<file path="src/rtl/brl_pkg.sv">
// Package: shared opcode codes and decode record for the branch resolver.
// Assumes a 6-bit primary opcode field.
package brl_pkg;
    localparam logic [5:0] OPC_BEQ  = 6'h04;
    localparam logic [5:0] OPC_BNE  = 6'h05;
    localparam logic [5:0] OPC_BEQL = 6'h14;
    localparam logic [5:0] OPC_BNEL = 6'h15;

    localparam int NUM_BR   = 4;
    localparam int IDX_BEQ  = 0;
    localparam int IDX_BNE  = 1;
    localparam int IDX_BEQL = 2;
    localparam int IDX_BNEL = 3;

    typedef struct packed {
        logic is_br;
        logic likely;
        logic on_eq;
    } br_kind_t;
endpackage

</file>
<file path="src/rtl/brl_decode.sv">
// Module: brl_decode
// Classifies a primary opcode into one-hot branch hits and a decode record
// (branch / likely / taken-on-equal). Assumes at most one code matches.
module brl_decode
    import brl_pkg::*;
(
    input  logic [5:0]        opcode_i,
    output logic [NUM_BR-1:0] hit_o,
    output br_kind_t          kind_o
);
    localparam logic [5:0] K_OPC [NUM_BR] = '{OPC_BEQ, OPC_BNE, OPC_BEQL, OPC_BNEL};
    localparam logic       K_LIK [NUM_BR] = '{1'b0, 1'b0, 1'b1, 1'b1};
    localparam logic       K_EQ  [NUM_BR] = '{1'b1, 1'b0, 1'b1, 1'b0};

    for (genvar i = 0; i < NUM_BR; i++) begin : g_match
        assign hit_o[i] = (opcode_i == K_OPC[i]);
    end

    // Merge the matching entry's attributes into the record.
    always_comb begin
        kind_o = '0;
        for (int i = 0; i < NUM_BR; i++) begin
            if (hit_o[i]) begin
                kind_o.is_br  = 1'b1;
                kind_o.likely = K_LIK[i];
                kind_o.on_eq  = K_EQ[i];
            end
        end
    end
endmodule

</file>
<file path="src/rtl/brl_target.sv">
// Module: brl_target
// Computes the sequential successors (PC+4, PC+8) and the branch target
// (PC+4 + offset*4). All arithmetic wraps modulo 2^XLEN.
module brl_target #(
    parameter int XLEN = 32
) (
    input  logic [XLEN-1:0] pc_i,
    input  logic [XLEN-1:0] offset_i,
    output logic [XLEN-1:0] seq4_o,
    output logic [XLEN-1:0] seq8_o,
    output logic [XLEN-1:0] target_o
);
    localparam logic [XLEN-1:0] STEP4 = XLEN'(4);
    localparam logic [XLEN-1:0] STEP8 = XLEN'(8);

    logic [XLEN-1:0] byte_off;

    // Scale the word offset to bytes and form the successors.
    always_comb begin
        byte_off = offset_i << 2;
        seq4_o   = pc_i + STEP4;
        seq8_o   = pc_i + STEP8;
        target_o = seq4_o + byte_off;
    end
endmodule

</file>
<file path="src/rtl/brl_resolve.sv">
// Module: brl_resolve (top)
// Resolves ordinary and likely conditional branches. A likely branch that
// is not taken skips its delay slot (next PC = PC+8) and marks a pending
// squash. That squash is applied to the next valid instruction: the
// instruction gets no branch effect and does not retire. Assumes every
// instruction passes through in program order and that the slot follows
// its branch as the next valid input.
module brl_resolve
    import brl_pkg::*;
#(
    parameter int XLEN = 32
) (
    input  logic            clk,
    input  logic            rst_n,
    input  logic            in_valid_i,
    input  logic [5:0]      opcode_i,
    input  logic [XLEN-1:0] rs_val_i,
    input  logic [XLEN-1:0] rt_val_i,
    input  logic [XLEN-1:0] pc_i,
    input  logic [XLEN-1:0] offset_i,
    output logic            taken_o,
    output logic [XLEN-1:0] next_pc_o,
    output logic            squash_o,
    output logic            retire_adv_o
);
    logic [NUM_BR-1:0] hit;
    br_kind_t          kind;
    logic [XLEN-1:0]   seq4, seq8, target;
    logic              pend_q;
    logic              live;
    logic              ops_eq;
    logic              cond_met;
    logic              squash_now;

    brl_decode u_dec (
        .opcode_i (opcode_i),
        .hit_o    (hit),
        .kind_o   (kind)
    );

    brl_target #(.XLEN(XLEN)) u_tgt (
        .pc_i     (pc_i),
        .offset_i (offset_i),
        .seq4_o   (seq4),
        .seq8_o   (seq8),
        .target_o (target)
    );

    // Evaluate the condition for the live (not annulled) instruction.
    always_comb begin
        live     = in_valid_i && !pend_q;
        ops_eq   = (rs_val_i == rt_val_i);
        cond_met = kind.on_eq ? ops_eq : !ops_eq;
        taken_o  = live && kind.is_br && cond_met;
    end

    // Likely forms squash on their not-taken condition; extend by OR-ing terms.
    always_comb begin
        squash_now = live && ((hit[IDX_BEQL] && !ops_eq)
                           || (hit[IDX_BNEL] &&  ops_eq));
    end

    // Select the next fetch address.
    always_comb begin
        if (taken_o)         next_pc_o = target;
        else if (squash_now) next_pc_o = seq8;
        else                 next_pc_o = seq4;
    end

    // Hold a pending squash until the next valid instruction consumes it.
    always_ff @(posedge clk) begin
        if (!rst_n)          pend_q <= 1'b0;
        else if (in_valid_i) pend_q <= squash_now;
    end

    // Annul and retire indications for the current instruction.
    always_comb begin
        squash_o     = in_valid_i &&  pend_q;
        retire_adv_o = in_valid_i && !pend_q;
    end
endmodule

</file>
<file path="config.mk">
export PLATFORM = sky130hd
export DESIGN_NAME = brl_resolve
export DESIGN_NICKNAME = d
export VERILOG_FILES = /design/src/rtl/brl_pkg.sv /design/src/rtl/brl_decode.sv /design/src/rtl/brl_target.sv /design/src/rtl/brl_resolve.sv
export SDC_FILE = /design/constraint.sdc
export NUM_CORES = 1
export LEC_CHECK = 0
export BUFFER_PORTS_ARGS = -buffer_cell sky130_fd_sc_hd__buf_2
export CAP_MARGIN = 10
export CORE_MARGIN = 4
export CORE_UTILIZATION = 52
export CTS_CLUSTER_SIZE = 20
export DETAILED_ROUTE_END_ITERATION = 6
export HOLD_SLACK_MARGIN = 0.12
export PLACE_DENSITY_LB_ADDON = 0.05
export SYNTH_ARGS = -nofsm -noshare
export SYNTH_HDL_FRONTEND = slang
export SYNTH_SLANG_ARGS = --single-unit
</file>
<file path="constraint.sdc">
create_clock -name clk -period 9.7 [get_ports clk]
set_input_delay 0.97 -clock clk [delete_from_list [all_inputs] [get_ports clk]]
set_output_delay 0.97 -clock clk [all_outputs]
set_load 0.02 [all_outputs]
</file>
* Word level (Yosys, flattened, before mapping)
Cells that the tools add are included.
** Word-level totals
- Register bits after elaboration :: 1
- Word-level logic and storage cells :: 26
** Cells by class
- Add/sub/neg operators :: 3
- Eq/ne operators :: 5
- Muxes and demuxes :: 7
- Reduce and logical (&&, ||, !) cells :: 10
** Operator list (number)
- $mux 32 :: 2
- $add 32x3->32 const B :: 1
- $add 32x32->32 :: 1
- $add 32x4->32 const B :: 1
- $eq 32x32->1 :: 1
- $eq 6x3->1 const B :: 2
- $eq 6x5->1 const B :: 2
- $mux 3 :: 4
- $logic_and 1x1->1 :: 7
- $logic_not 1->1 :: 2
- $logic_or 1x1->1 :: 1
- $mux 1 :: 1

* Depth between registers and ports, before layout
Gate-level depths: netlist of the first run.
- Depth after elaboration :: 8
- Gate-level depth with buffers :: 20
- Depth with buffers taken out :: 19

* Cells and area by module
Synthesis of the first run repeated with hierarchy kept, for this count alone.
** Unflattened totals
- Cells, all modules :: 720
- Area, all modules :: 5282.6 um^2
** By module, submodules not included
- brl_target :: times used 1, cells each 387, area an instance 2676.3 um^2
- brl_resolve :: times used 1, cells each 323, area an instance 2519.9 um^2
- brl_decode :: times used 1, cells each 10, area an instance 86.3 um^2

* Least setup slack after synthesis of the first run
No wires, ideal clock.
- Kind :: input -> output
- Start point :: input pc_i[3]
- End point :: output next_pc_o[31]
- Data arrival time :: 4780 ps
- Data required time :: 8730 ps
- Slack :: 3950 ps
- Cell stages on the path :: 19
- Path buffers :: 1
- Cells stage by stage :: ha_1 and3_1 and3_1 and3_1 and3_1 and2_1 clkbuf_1 nand4_1 nor2_1 xor2_1 ha_1 a21o_1 a2111oi_2 nor4_1 a2111oi_4 nand3_1 a21oi_1 mux2i_1 xor2_1
** On the way
- Longest elaborated chain between the ends :: 3
- Elaborated cells on any way between the ends :: 5
** Ends and longest elaborated chain
- start, declared :: RTL line brl_resolve.sv:19 : input logic [XLEN-1:0] pc_i,
- $add 32x3->32 or $add 32x4->32 (tied branches) :: RTL line brl_target.sv:21, brl_target.sv:22
- $add 32x32->32 or $mux 32 (tied branches) :: RTL line brl_target.sv:23, brl_resolve.sv:66
- $mux 32 (*) :: RTL line brl_resolve.sv:65 : if (taken_o) next_pc_o = target;
- end, declared :: RTL line brl_resolve.sv:22 : output logic [XLEN-1:0] next_pc_o,
Mark *: on every way between the ends. The rest lies on a longest branch, timed or not.

* Final worst setup path of the first run
- Start point :: input pc_i[4]
- End point :: output next_pc_o[31]
The elaborated chain is that of the path after synthesis.

==> results.py, run 1 <==
metrics = {
    "global_routing": {
        "grt_antenna_before_repair": 0,
        "grt_remaining_overflow": 0,
        "track_usage_pct": 26.21,
        "grt_pass1_vias": 3818,
        "grt_max_degree": 34,
        "grt_pass1_wl_mm": 17.00,
    },
    "detailed_routing": {
        "num_vias": 4082,
        "dr.pass1.iters": 4,
        "drtIter0Drc": 124,
        "vias_per_cell": 5.701,
        "ant_nets": 0,
        "wl_per_cell_um": 15.56,
        "remaining_drc_errors": 0,
        "wirelength_mm": 11.14,
    },
    "floorplan": {
        "fp-row-count": 29,
        "die_y_um": 89.09,
        "num_io_pins": 172,
        "die-area_sq_mm": 0.007937,
        "fp.dieW_um": 89.09,
        "core_sq_mm": 0.006350,
        "start_util_pct": 53.85,
    },
    "placed_design": {
        "postPlaceCellArea_sq_mm": 0.004258,
        "dpl.hpwl_mm": 9.511,
        "place_congestion": 0.9775,
        "post-place-ws_ps": 3553,
        "portBuffers": 165,
    },
    "pwr": {
        "peakVddDrop_mv": 0.03215,
        "power_density_mw_per_mm2": 49.11,
        "p_leak_nw": 2.024,
    },
    "min_path": {
        "hold-path-endpoint": "pend_q$_SDFFE_PN0P_",
        "hold_class": "register to register",
        "whs_path_depth": 2,
        "hp-start": "pend_q$_SDFFE_PN0P_",
    },
    "timing": {
        "fin_ws_ps": 3551,
        "hold_viol": 0,
        "fmax_ghz": 0.1626,
        "drv_slew": 0,
        "max_slew.worst_pin.slew_ps": 905.8,
        "clock_skew_ps": 0,
        "fin_crit_ps": 6149,
        "relSlewSlack_pct": 39.54,
        "setup_viol": 0,
        "tns_ps": 0,
        "grt_setup_unrepaired": "no",
        "post-route-period-util_pct": 63.40,
    },
    "final_layout": {
        "num_antenna_cells": 0,
        "fin_nets": 816,
        "drive_above_1_share_pct": 28.17,
        "largest_reg_flops": 1,
        "area.growth.synth_to_final_pct": 24.52,
        "top_regs": "pend_q (1)",
        "final_area_sq_mm": 0.004258,
        "finish.utilization_pct": 67.05,
        "fill_cells": 584,
        "regMostFlops": "pend_q",
    },
    "logic_synthesis": {
        "synth.area.top_cells": "xor2_1 (16%), ha_1 (14%), xnor2_1 (11%)",
        "ys_ff_latch": 1,
        "async_reset_ff_share_pct": 0,
        "syn_inst": 492,
        "syn-num-nets": 667,
        "synth_edf_count": 0,
        "synth_most_common_cell": "xor2_1",
        "synth.distinct_cells": 59,
        "yosysTopAreaCell": "xor2_1",
        "yosys_warnings": 0,
        "ys_dominant_reg_cell": "dfxtp_1",
        "synthesis.area_sq_mm": 0.003420,
        "avgSynthCellArea_sq_um": 6.950,
        "yosysSeqAreaShare_pct": 0.5854,
        "synth_common_cells": "xor2_1 (61), nand2_1 (47), xnor2_1 (44)",
        "netlist.area_leader.share_pct": 15.62,
    },
    "setup_path": {
        "r2r_setup_slack_ps": 8320,
        "worstReg2RegStart": "pend_q$_SDFFE_PN0P_",
        "rr_worst_depth": 5,
        "crit_path_start": "pc_i[4]",
        "path_class": "primary input to primary output",
        "cp-end-kind": "primary output",
        "setup.worst_path.start_class": "primary input",
        "worstPathRequired_ps": 8730,
        "path_max_fanout": 7,
        "reg2reg_to": "pend_q$_SDFFE_PN0P_",
        "cp.arrival_ps": 5180,
    },
    "clocking": {
        "clk_latency_ps": 0,
        "cts_hold_buf": 0,
        "cts_setup_buffers": 0,
        "clkSlewWorstSetupHoldPaths_ps": 0,
        "post_cts_resized": 0,
    },
    "run": {
        "cap_violations": 0,
    },
    "outcome": {
        "status": "finished clean",
    },
}
cell usage in the layout, fill, tap and decap left out, drive strengths merged, types with 3 or more instances in the layout:
cell	netlist	layout
buf	7	166
xor2	61	61
nand2	47	47
xnor2	44	44
ha	37	37
nor2	37	37
a21oi	35	35
o21ai	35	35
nand3	20	20
nand4	16	16
a21o	15	15
inv	13	13
and3	13	13
nor4	13	13
mux2i	11	11
nor3	10	10
o21a	6	6
and2	6	6
a211oi	6	6
nor2b	5	5
a31oi	4	4
o211ai	4	4
o21bai	3	3
or2	3	3
a2111oi	3	3
where the power goes:
group | internal (mW) | switching, mW | total, mW
combinational | 0.0907 | 0.114 | 0.205
clock | 0 | 0 | 0
sequential | 0.00422 | 0.0000209 | 0.00424
total | 0.0949 | 0.114 | 0.209
critical path: stages:
cell and delay, ps:
buf_2 130, ha_1 190, and3_1 210, and3_1 200
and3_1 190, and3_1 220, and2_1 280, nand4_1 220
nor2_1 160, xor2_1 220, ha_1 340, a21o_1 210
a2111oi_2 340, nor4_1 140, a2111oi_4 300, nand3_1 110
a21oi_1 180, mux2i_1 230, xor2_1 150, buf_2 180
cells by family (layout without fill, tap and decap cells):
logic type	Yosys count	in the layout	synth area share, %
muxes	11	11	3.696
DFF	1	1	0.5855
AOI/OAI and AO/OA	122	122	23.31
and+or+nand+nor	183	183	27.30
buffers and inverters	32	179	4.098
xor gates and xnor gates	105	105	26.89
adders and majority gates	38	38	14.12
layout make-up:
cell class | instances | area [sq um] | area share, %
inverters | 13 | 48.80 | 1.146
well taps | 77 | 96.34 | 2.263
repair buffers | 166 | 833.3 | 19.57
multi-input cells | 459 | 3259 | 76.55
flip-flops and latches | 1 | 20.02 | 0.4702
stage by stage:
| stage | power, mW | instances | hold slack [ps] |
|---|---|---|---|
| 4_1_cts | 0.2083 | 716 | 634.2 |
| 2_1_floorplan | 0.1409 | 492 | 602.1 |
| 3_5_place_dp | 0.2065 | 716 | 636.8 |
| 3_3_place_gp | 0.2035 | 716 | 615.5 |
| 5_1_grt | 0.2301 | 716 | 678.7 |
| 6_report | 0.2091 | 716 | 627.8 |
worst max path at each step:
stage | cells past startpoint | slack, ps | to
after global placement | 20 | 3590 | next_pc_o[31]
after detailed placement | 20 | 3550 | next_pc_o[31]
after CTS | 20 | 3550 | next_pc_o[31]
after floorplan | 19 | 3950 | next_pc_o[31]
final | 20 | 3550 | next_pc_o[31]
after global routing | 20 | 3170 | next_pc_o[31]
routing by layer:
metal	track usage, %	wire [um]	share of wire, %	vias up
li1	-	-	-	2075
met1	31.21	4439	40	1823
met2	50.77	5559	50	166
met3	2.488	934	8.4	18
met4	4.465	210	1.9	0
met5	0	0	0	-
No activity file was read; power rests on OpenSTA's default activity.
==> run 2: changes to the inputs <==
--- a/config.mk
+++ b/config.mk
@@ -8,7 +8,7 @@
 export BUFFER_PORTS_ARGS = -buffer_cell sky130_fd_sc_hd__buf_2
 export CAP_MARGIN = 10
 export CORE_MARGIN = 4
-export CORE_UTILIZATION = 52
+export CORE_UTILIZATION = 48
 export CTS_CLUSTER_SIZE = 20
 export DETAILED_ROUTE_END_ITERATION = 6
 export HOLD_SLACK_MARGIN = 0.12
==> constraint.sdc (replaced) <==
create_clock -name clk -period 5.9 [get_ports clk]
set_input_delay 0.59 -clock clk [delete_from_list [all_inputs] [get_ports clk]]
set_output_delay 0.59 -clock clk [all_outputs]
set_load 0.02 [all_outputs]
==> results.py, run 2 (same netlist as run 1, synthesis figures left out) <==
metrics = {
    "detailed_routing": {
        "num_vias": 4087,
        "ant_nets": 0,
        "wirelength_mm": 11.66,
        "wl_per_cell_um": 15.80,
        "dr.pass1.iters": 4,
        "remaining_drc_errors": 0,
        "drtIter0Drc": 176,
        "vias_per_cell": 5.538,
    },
    "final_layout": {
        "fin_nets": 819,
        "drive_above_1_share_pct": 28.50,
        "final_area_sq_mm": 0.004304,
        "ff_latch_area_sq_um": 20.02,
        "multi_input_area_sq_mm": 0.003259,
        "instances_no_fill": 738,
        "fill_cells": 715,
        "top_regs": "pend_q (1)",
        "num_antenna_cells": 0,
        "regMostFlops": "pend_q",
        "area.growth.synth_to_final_pct": 25.87,
        "final_common_cell": "buf_2",
        "largest_reg_flops": 1,
        "layout_common_cells": "buf_2 (165), xor2_1 (61), nand2_1 (47)",
    },
    "placed_design": {
        "dpl.hpwl_mm": 9.934,
        "portBuffers": 165,
        "postPlaceCellArea_sq_mm": 0.004304,
        "dp.cells": 738,
        "place_congestion": 0.9120,
    },
    "timing": {
        "fmax_ghz": 0.1825,
        "tns_ps": 0,
        "grt_setup_unrepaired": "no",
        "hold_viol": 0,
        "post-route-period-util_pct": 92.87,
        "relSlewSlack_pct": 37.39,
        "fin_crit_ps": 5479,
        "holdWs_ps": 627.9,
        "clock_skew_ps": 0,
        "max_slew.worst_pin.slew_ps": 938.1,
        "setup_viol": 0,
        "drv_slew": 0,
    },
    "pwr": {
        "clockPowerShare_pct": 0,
        "peakVddDrop_mv": 0.05763,
        "power.switching_mw": 0.1905,
        "p_int_mw": 0.1566,
        "p_seq_share_pct": 2.0,
        "switching_share_pct": 54.89,
        "total_power_mw": 0.3471,
        "combPwrFrac_pct": 98.0,
        "p_leak_nw": 2.038,
        "power_density_mw_per_mm2": 80.65,
    },
    "clocking": {
        "cts_hold_buf": 0,
        "clkSlewWorstSetupHoldPaths_ps": 0,
        "clk_latency_ps": 0,
        "cts_setup_buffers": 0,
        "post_cts_resized": 0,
    },
    "global_routing": {
        "grt_remaining_overflow": 0,
        "grt_antenna_before_repair": 0,
        "grt_max_degree": 34,
        "grt_pass1_wl_mm": 18.25,
        "track_usage_pct": 25.37,
        "grt_pass1_vias": 3945,
    },
    "setup_path": {
        "crit_path_start": "pc_i[4]",
        "worstPathRequired_ps": 5310,
        "setup.worst_path.start_class": "primary input",
        "slowest_stage": "ha_1",
        "r2r_setup_slack_ps": 4520,
        "crit_buf_inv": 2,
        "worstReg2RegStart": "pend_q$_SDFFE_PN0P_",
        "crit_top_cell": "and3_1",
        "path_max_fanout": 7,
        "crit_family": "simple AND/OR/NAND/NOR gates",
        "cp-end-kind": "primary output",
        "cp.arrival_ps": 4890,
        "path_class": "primary input to primary output",
        "path_cells": "buf_2, ha_1, and3_1, and3_1, and3_1, and3_1, and2_1, nand4_1, nor2_1, xor2_1, ha_1, a21o_1, a2111oi_2, nor4_1, a2111oi_4, nand3_1, a21oi_1, mux2i_1, xor2_1, buf_2",
        "cpPeakStageDelay_ps": 350,
    },
    "floorplan": {
        "fp.dieW_um": 92.41,
        "die-area_sq_mm": 0.008539,
        "core_sq_mm": 0.006869,
        "die_y_um": 92.41,
        "fp-row-count": 30,
        "start_util_pct": 49.78,
        "num_io_pins": 172,
    },
    "min_path": {
        "hold_class": "register to register",
        "hp-start": "pend_q$_SDFFE_PN0P_",
    },
    "outcome": {
        "status": "finished clean",
    },
    "run": {
        "cap_violations": 0,
    },
}
run 2: cell count changes in the layout (fill, tap and decap cells not counted):
cell / delta
buf_4: +3
run 2: worst paths after layout:
| path | cells after the start | endpoint |
|---|---|---|
| setup / recovery | 20 | next_pc_o[31] |
| hold / removal | 2 | pend_q$_SDFFE_PN0P_ |
| setup reg to reg | 5 | pend_q$_SDFFE_PN0P_ |
| hold reg to reg | 2 | pend_q$_SDFFE_PN0P_ |
run 2: metrics by stage:
stage / util (%) / setup WS (ps)
floorplan: - / 910.5
global placement: 62.66 / 501.8
detailed placement: 62.66 / 423.7
CTS: 62.66 / 421.9
global route: 62.66 / 62.99
finish: 62.66 / 420.6
run 2: layout make-up:
cell class                 instances  share of cell area (%)
multi-input combinational        459                   75.73
sequential                         1                  0.4651
tap                               96                   2.791
inverter                          13                   1.134
timing repair buffer             169                   19.88
run 2: worst register-to-register path, cell delays in order, from the launching register on:
cell and delay, ps:
dfxtp_1 310, nor2b_4 110, and4b_1 230, nand3b_1 130, mux2i_4 350, o21a_1 180
run 2: power by group through the flow:
| stage | combinational, mW | sequential [mW] | clock [mW] |
|---|---|---|---|
| after CTS | 0.339 | 0.00697 | 0 |
| after detailed placement | 0.337 | 0.00697 | 0 |
| after global routing | 0.373 | 0.00697 | 0 |
| after floorplan | 0.225 | 0.00696 | 0 |
| after global placement | 0.331 | 0.00697 | 0 |
| final | 0.340 | 0.00697 | 0 |
run 2: per-layer routing:
layer,vias to the layer above,share of wire [%],wire length [um],track usage (%)
met2,147,50,5879,48.88
met3,6,6.9,806,2.437
met5,-,0,0,0
met4,0,0.70,82,2.228
li1,2075,-,-,-
met1,1859,42,4893,31.18
